`config.mk`:
```
export PLATFORM = sky130hd
export DESIGN_NAME = nonunit_stride_filter
export DESIGN_NICKNAME = d
export VERILOG_FILES = /design/src/rtl/sf_pkg.sv /design/src/rtl/sf_page_match.sv /design/src/rtl/sf_rr_ptr.sv /design/src/rtl/nonunit_stride_filter.sv
export SDC_FILE = /design/constraint.sdc
export NUM_CORES = 1
export LEC_CHECK = 0
export ABC_AREA = 1
export BUFFER_PORTS_ARGS = -buffer_cell sky130_fd_sc_hd__clkbuf_2
export CAP_MARGIN = 20
export CORE_UTILIZATION = 30
export DETAILED_ROUTE_END_ITERATION = 8
export PLACE_DENSITY = 0.5
export SLEW_MARGIN = 15
export SYNTH_ARGS = -nofsm -noshare
export SYNTH_HDL_FRONTEND = slang
export SYNTH_HIERARCHICAL = 1
export SYNTH_SLANG_ARGS = --single-unit
```
`constraint.sdc`:
```
create_clock -name clk -period 8.76 [get_ports clk]
set_input_delay 0.438 -clock clk [delete_from_list [all_inputs] [get_ports clk]]
set_output_delay 0.438 -clock clk [all_outputs]
set_load 0.02 [all_outputs]
```
`src/rtl/sf_pkg.sv`:
```
package sf_pkg;
  // What the table does with the miss presented in a cycle.
  typedef enum logic [2:0] {
    SF_IDLE,    // no miss
    SF_SKIP,    // page matched, zero delta
    SF_INSERT,  // no page matched, new entry
    SF_TRAIN,   // page matched, nonzero delta, below threshold
    SF_ALLOC    // threshold passed, request stream
  } sf_event_e;
endpackage

```
`src/rtl/sf_page_match.sv`:
```
module sf_page_match #(
  parameter int N      = 8,
  parameter int PAGE_W = 20,
  localparam int IDX_W = (N > 1) ? $clog2(N) : 1
) (
  input  logic                   clk,
  input  logic                   rst_n,
  input  logic [N-1:0][PAGE_W-1:0] tags,
  input  logic [PAGE_W-1:0]      page,
  output logic                   any_o,
  output logic [IDX_W-1:0]       idx_o
);
  logic [N-1:0] eq;
  logic [N-1:0] sel;

  for (genvar i = 0; i < N; i++) begin : g_cmp
    assign eq[i] = (tags[i] == page);
  end

  // Lowest index wins.
  always_comb begin
    sel   = '0;
    idx_o = '0;
    for (int i = N - 1; i >= 0; i--) begin
      if (eq[i]) begin
        sel   = '0;
        sel[i] = 1'b1;
        idx_o = IDX_W'(i);
      end
    end
  end
  assign any_o = |eq;

  // the chosen entry is a real page match and the selection is single.
  a_r3_sel_matches: assert property (@(posedge clk) disable iff (!rst_n)
    any_o |-> (eq[idx_o] && $onehot0(sel)));
  a_r3_sel_present: assert property (@(posedge clk) disable iff (!rst_n)
    any_o |-> (sel != '0));
endmodule

```
`src/rtl/sf_rr_ptr.sv`:
```
module sf_rr_ptr #(
  parameter int N = 8,
  localparam int IDX_W = (N > 1) ? $clog2(N) : 1
) (
  input  logic             clk,
  input  logic             rst_n,
  input  logic             advance,
  output logic [IDX_W-1:0] ptr_o
);
  localparam logic [IDX_W-1:0] LAST = IDX_W'(N - 1);

  always_ff @(posedge clk) begin
    if (!rst_n)       ptr_o <= '0;
    else if (advance) ptr_o <= (ptr_o == LAST) ? '0 : ptr_o + 1'b1;
  end

  // one step per insert, wrapping at the last entry; held otherwise.
  a_r7_ptr_step: assert property (@(posedge clk) disable iff (!rst_n)
    advance |=> ptr_o == (($past(ptr_o) == LAST) ? '0 : $past(ptr_o) + 1'b1));
  a_r7_ptr_hold: assert property (@(posedge clk) disable iff (!rst_n)
    !advance |=> $stable(ptr_o));
endmodule

```
`src/rtl/nonunit_stride_filter.sv`:
```
module nonunit_stride_filter
  import sf_pkg::*;
#(
  parameter int ADDR_W       = 32,
  parameter int NUM_ENTRIES  = 8,
  parameter int LINE_BYTES   = 64,
  parameter int PAGE_BYTES   = 4096,
  parameter int TRAIN_THRESH = 4,
  localparam int LINE_SH  = $clog2(LINE_BYTES),
  localparam int PAGE_SH  = $clog2(PAGE_BYTES),
  localparam int STRIDE_W = PAGE_SH - LINE_SH + 1
) (
  input  logic                       clk,
  input  logic                       rst_n,
  input  logic                       miss_valid,
  input  logic [ADDR_W-1:0]          miss_addr,
  output logic                       hit_o,
  output logic                       alloc_o,
  output logic signed [STRIDE_W-1:0] alloc_stride_o
);
  localparam int DELTA_W = PAGE_SH + 1;
  localparam int PAGE_W  = ADDR_W - PAGE_SH;
  localparam int CNT_W   = $clog2(TRAIN_THRESH + 2);
  localparam int IDX_W   = (NUM_ENTRIES > 1) ? $clog2(NUM_ENTRIES) : 1;
  localparam logic [ADDR_W-1:0] LINE_MASK = ~((ADDR_W'(1) << LINE_SH) - 1'b1);

  // ---- arithmetic helpers ----
  function automatic logic [ADDR_W-1:0] line_of(input logic [ADDR_W-1:0] a);
    return a & LINE_MASK;
  endfunction

  function automatic logic [PAGE_W-1:0] page_of(input logic [ADDR_W-1:0] a);
    return a[ADDR_W-1:PAGE_SH];
  endfunction

  // Both lines sit in one page, so the low DELTA_W bits of the
  // full difference are the exact signed byte distance.
  function automatic logic signed [DELTA_W-1:0] delta_of(
      input logic [ADDR_W-1:0] now_line, input logic [ADDR_W-1:0] old_line);
    logic [ADDR_W-1:0] diff;
    diff = now_line - old_line;
    return DELTA_W'(diff);
  endfunction

  function automatic logic signed [STRIDE_W-1:0] stride_of(
      input logic signed [DELTA_W-1:0] d);
    return STRIDE_W'(d >>> LINE_SH);
  endfunction

  // ---- table state ----
  logic [ADDR_W-1:0]         ent_line  [NUM_ENTRIES];
  logic signed [DELTA_W-1:0] ent_delta [NUM_ENTRIES];
  logic [CNT_W-1:0]          ent_cnt   [NUM_ENTRIES];

  logic [NUM_ENTRIES-1:0][PAGE_W-1:0] tags;
  always_comb begin
    for (int i = 0; i < NUM_ENTRIES; i++) tags[i] = page_of(ent_line[i]);
  end

  // ---- search ----
  logic [ADDR_W-1:0]         in_line;
  logic                      m_any;
  logic [IDX_W-1:0]          m_idx;
  logic [IDX_W-1:0]          rr_ptr;
  logic signed [DELTA_W-1:0] cur_delta;
  logic                      same_delta;
  logic [CNT_W-1:0]          cnt_inc;
  sf_event_e                 ev;

  assign in_line = line_of(miss_addr);

  sf_page_match #(.N(NUM_ENTRIES), .PAGE_W(PAGE_W)) u_match (
    .clk   (clk),
    .rst_n (rst_n),
    .tags  (tags),
    .page  (page_of(miss_addr)),
    .any_o (m_any),
    .idx_o (m_idx)
  );

  sf_rr_ptr #(.N(NUM_ENTRIES)) u_rr (
    .clk     (clk),
    .rst_n   (rst_n),
    .advance (ev == SF_INSERT),
    .ptr_o   (rr_ptr)
  );

  assign cur_delta  = delta_of(in_line, ent_line[m_idx]);
  assign same_delta = (cur_delta == ent_delta[m_idx]);
  assign cnt_inc    = ent_cnt[m_idx] + 1'b1;

  always_comb begin
    if (!miss_valid)                                      ev = SF_IDLE;
    else if (!m_any)                                      ev = SF_INSERT;
    else if (cur_delta == '0)                             ev = SF_SKIP;
    else if (same_delta && int'(cnt_inc) > TRAIN_THRESH)  ev = SF_ALLOC;
    else                                                  ev = SF_TRAIN;
  end

  // ---- entry update ----
  for (genvar i = 0; i < NUM_ENTRIES; i++) begin : g_ent
    logic chosen;
    assign chosen = (m_idx == IDX_W'(i));

    always_ff @(posedge clk) begin
      if (!rst_n) begin
        ent_line[i]  <= '0;
        ent_delta[i] <= '0;
        ent_cnt[i]   <= '0;
      end else if (ev == SF_INSERT && rr_ptr == IDX_W'(i)) begin
        ent_line[i]  <= in_line;
        ent_delta[i] <= '0;
        ent_cnt[i]   <= '0;
      end else if (ev == SF_TRAIN && chosen) begin
        ent_line[i]  <= in_line;
        ent_delta[i] <= cur_delta;
        ent_cnt[i]   <= same_delta ? cnt_inc : '0;
      end else if (ev == SF_ALLOC && chosen) begin
        ent_line[i]  <= '0;
        ent_delta[i] <= '0;
        ent_cnt[i]   <= '0;
      end
    end

    // a count never survives past the threshold.
    a_r5_cnt_bound: assert property (@(posedge clk) disable iff (!rst_n)
      int'(ent_cnt[i]) <= TRAIN_THRESH);
  end

  // ---- registered outputs ----
  always_ff @(posedge clk) begin
    if (!rst_n) begin
      hit_o          <= 1'b0;
      alloc_o        <= 1'b0;
      alloc_stride_o <= '0;
    end else begin
      hit_o          <= (ev == SF_TRAIN) || (ev == SF_ALLOC);
      alloc_o        <= (ev == SF_ALLOC);
      alloc_stride_o <= (ev == SF_ALLOC) ? stride_of(cur_delta) : '0;
    end
  end

  // an allocate is also a hit and carries a nonzero stride.
  a_r6_alloc_is_hit: assert property (@(posedge clk) disable iff (!rst_n)
    alloc_o |-> hit_o);
  a_r6_stride_nonzero: assert property (@(posedge clk) disable iff (!rst_n)
    alloc_o |-> alloc_stride_o != '0);
  // allocate is a single-cycle pulse unless another miss follows.
  a_r6_single_pulse: assert property (@(posedge clk) disable iff (!rst_n)
    (alloc_o && !miss_valid) |=> !alloc_o);
  // stride output quiet without allocate.
  a_r8_stride_quiet: assert property (@(posedge clk) disable iff (!rst_n)
    !alloc_o |-> alloc_stride_o == '0);
  // nothing reported after an idle cycle.
  a_r2_idle_quiet: assert property (@(posedge clk) disable iff (!rst_n)
    !miss_valid |=> (!hit_o && !alloc_o));
  // a same-line miss reports nothing.
  a_r4_skip_quiet: assert property (@(posedge clk) disable iff (!rst_n)
    (ev == SF_SKIP) |=> !hit_o);
endmodule

```
==> summary.txt <==
Outcome
  – Status: finished clean

Layout
  – Fin cells: approximately 2400
  – Finished Core Util: around a third
  – # diodes: 0
  – Syn-to-layout area delta: 12.6%
  – Design Area, Final: ~0.018 mm2
  – Most frequent cells in the layout: nand2_1 (317), edfxtp_1 (288), nor2_1 (202)
  – Fraction of layout cells with a size suffix above 1: 11.6%
  – Fill cells: about 5400
  – Most common cell after layout, fill and taps aside: nand2_1
  – Fin nets: approximately 1800

STA
  – Max frequency: roughly 140 MHz
  – Total negative slack: 0 ns
  – Final WS setup: around 1.7 ns
  – Pins Over Slew Limit: 0
  – Worst hold margin: about 0.30 ns
  – Worst-case clock skew: about 0.022 ns
  – Actual slew at the worst max-slew pin: approximately 0.83 ns
  – Max-Slew Margin vs Limit: 44.4%
  – Unrepaired setup endpoints after global routing: no
  – Final Cycle Share: 80.4%
  – Final hold viol count: 0
  – Final Setup Violations: 0
  – Min Clock Period, post-route: between 7 and 8 ns

Place
  – DP Cell Count: 2371
  – Dpl cell area: between 0.015 and 0.02 mm2
  – PortBufs: 37
  – DP Wirelength: 31600 um
  – Pre-CTS WS: approximately 1.3 ns
  – RD Place Congestion: slightly above 0.8

GRT
  – Remaining Overflow, GRT: 0
  – Overall routing resource usage: a little under a fifth
  – Initial antenna violation count: 2
  – First-pass GRT wire length: a little under 80000 um
  – Vias in the first global route: around 12000
  – Largest net degree at the start of global routing: between 40 and 50

Worst setup path
  – CP startpoint: ent_line[5][13]$_SDFFCE_PP0P_
  – Most common cell on crit path: nand2_1
  – Critical-path top delay cell: buf_4
  – Setup crit end kind: flop
  – CP arrival: around 7.2 ns
  – CP Data Required Time: 8.93 ns
  – Reg2Reg Launch Point: ent_line[5][13]$_SDFFCE_PP0P_
  – Crit path largest cell delay: around 0.52 ns
  – CP Max Fanout: 37
  – WS Path Type: flop to flop
  – CP startpoint kind: flop

Floorplan
  – I/O pins: 44
  – Die area: roughly 0.054 mm2
  – Horiz. Die Dim: about 230 um
  – Initial Util: a little under a third
  – FP Rows: 84
  – Height of the die: between 200 and 250 um
  – Core area: 0.0527 mm2

Route
  – Via-per-instance ratio: 5.16
  – Pre-antenna DRT Iters: 8
  – Total number of vias: approximately 13000
  – Number of routed nets with antenna violations: 0
  – Remaining DRCs: 0
  – Wire per inst: about 21 um
  – Final wirelength: a little over 50000 um
  – DRT iter0 DRCs: 1015

Yosys
  – Yosys reg bits: 300
  – Post-synthesis sequential area ratio: 55.5%
  – Synthesized area per cell: between 9 and 10 um2
  – Synth warn: 6
  – Post-Syn Nets: 1752
  – FFs w/ async S/R, synth: 0%
  – Synthesized instance count: between 1500 and 2000
  – Unique masters post-synth: between 50 and 60
  – Syn Std Cell Area: about 0.016 mm2
  – Post-synth EDFFs: around 290
  – Synth Flop Type: edfxtp_1

Pwr
  – PwrDens: between 150 and 200 mW/mm2
  – Leak pwr: approximately 7 nW
  – Pwr Total: about 3.5 mW
  – Worst IR drop on VDD: ~0.12 mV

CTS
  – Post-CTS sizing: 0
  – CTS buffer count: 36
  – CTS H-Tree Depth: 2
  – Clk pin slew, worst setup/hold paths: approximately 0.060 ns
  – Clock Tree Buf Depth: 3
  – Worst-Skew Late Latency: 0.54 ns
  – Post-CTS Setup Inserts: 0
  – CTS Sinks: 300
  – Hold_buf cts: 0
  – CTS tree: yes
  – Root buf cell: clkbuf_16

Hold path
  – Worst Min Path Start: miss_addr[6]
  – Hold crit path type: input port to flop

Job
  – Max Cap Viol: 0
==> cell usage after synthesis (5+ instances only) <==
| cell type | n | area [um2] |
|---|---|---|
| o21ai_0 | 94 | 470 |
| nor3_1 | 9 | 45.0 |
| buf_6 | 8 | 90.1 |
| inv_2 | 17 | 63.8 |
| edfxtp_1 | 288 | 8650 |
| a21oi_1 | 146 | 731 |
| nand3_2 | 6 | 60.1 |
| ha_1 | 10 | 125 |
| o2111ai_1 | 7 | 61.3 |
| dfxtp_1 | 12 | 240 |
| inv_1 | 141 | 529 |
| nand4_1 | 96 | 601 |
| xor2_1 | 31 | 272 |
| o22ai_1 | 7 | 43.8 |
| a22oi_1 | 18 | 135 |
| or2_2 | 14 | 87.6 |
| nor2_2 | 5 | 31.3 |
| nand2_2 | 8 | 50.1 |
| nand2_1 | 317 | 1190 |
| nand3_1 | 63 | 315 |
| clkbuf_1 | 34 | 128 |
| or2_1 | 9 | 56.3 |
| buf_2 | 29 | 145 |
| buf_4 | 22 | 165 |
| nor2_1 | 204 | 766 |
| xnor2_1 | 56 | 490 |
==> area by class of cell <==
type | count | area [um2] | area share, %
tap | 688 | 861 | 4.77
multi-input combinational | 1148 | 6060 | 33.6
clock inverter | 18 | 143 | 0.791
clock buffer | 45 | 986 | 5.47
timing repair buffer | 73 | 488 | 2.71
inverter | 162 | 608 | 3.37
sequential | 300 | 8890 | 49.3
==> state kept, by name, indices dropped and copies added, names as in the netlist <==
| signal | count |
|---|---|
| alloc_o | 1 |
| alloc_stride_o | 7 |
| ent_cnt | 24 |
| ent_delta | 56 |
| ent_line | 208 |
| hit_o | 1 |
| u_rr/ptr_o | 3 |
==> critical path: cells and delay by family (launching register included) <==
family / cells / cell delay [ns]
buffers and inverters: 7 / 2.04
AOI/OAI and AO/OA: 4 / 0.98
xor gates and xnor gates: 1 / 0.39
DFF: 1 / 0.39
and+or+nand+nor: 17 / 2.36
adders and majority gates: 1 / 0.44
==> path summary, 6_finish.rpt <==
| path | slack, ns | to | cells past startpoint |
|---|---|---|---|
| worst max-delay path | 1.72 | ent_line[7][21]$_SDFFCE_PP0P_ | 30 |
| worst min register to register | 0.57 | u_rr/ptr_o[1]$_SDFFE_PN0P_ | 2 |
| worst min-delay path | 0.30 | ent_line[1][0]$_SDFFCE_PP0P_ | 3 |
| worst max register to register | 1.72 | ent_line[7][21]$_SDFFCE_PP0P_ | 30 |
==> power breakdown <==
group	internal (mW)	switching, mW
Sequential	1.64	0.0266
Combinational	0.0916	0.229
Clock	0.855	0.607
==> cell families after synthesis <==
logic type / Yosys count / synth area share [%]
fa+ha+maj: 11 / 0.906
buf+inv: 258 / 7.16
simple gates: 762 / 21.9
xor+xnor: 87 / 4.76
compound gates: 288 / 9.78
flops: 300 / 55.5
==> per-layer routing <==
metal	vias to the layer above	part of all wire [%]	global-route usage [%]
met5	-	0.049	0
met4	4	2.4	5.68
met3	83	5.5	2.56
met2	384	47	31.2
met1	6197	45	25.6
li1	5897	-	-
Note: power is estimated with default switching activity, not from simulation.
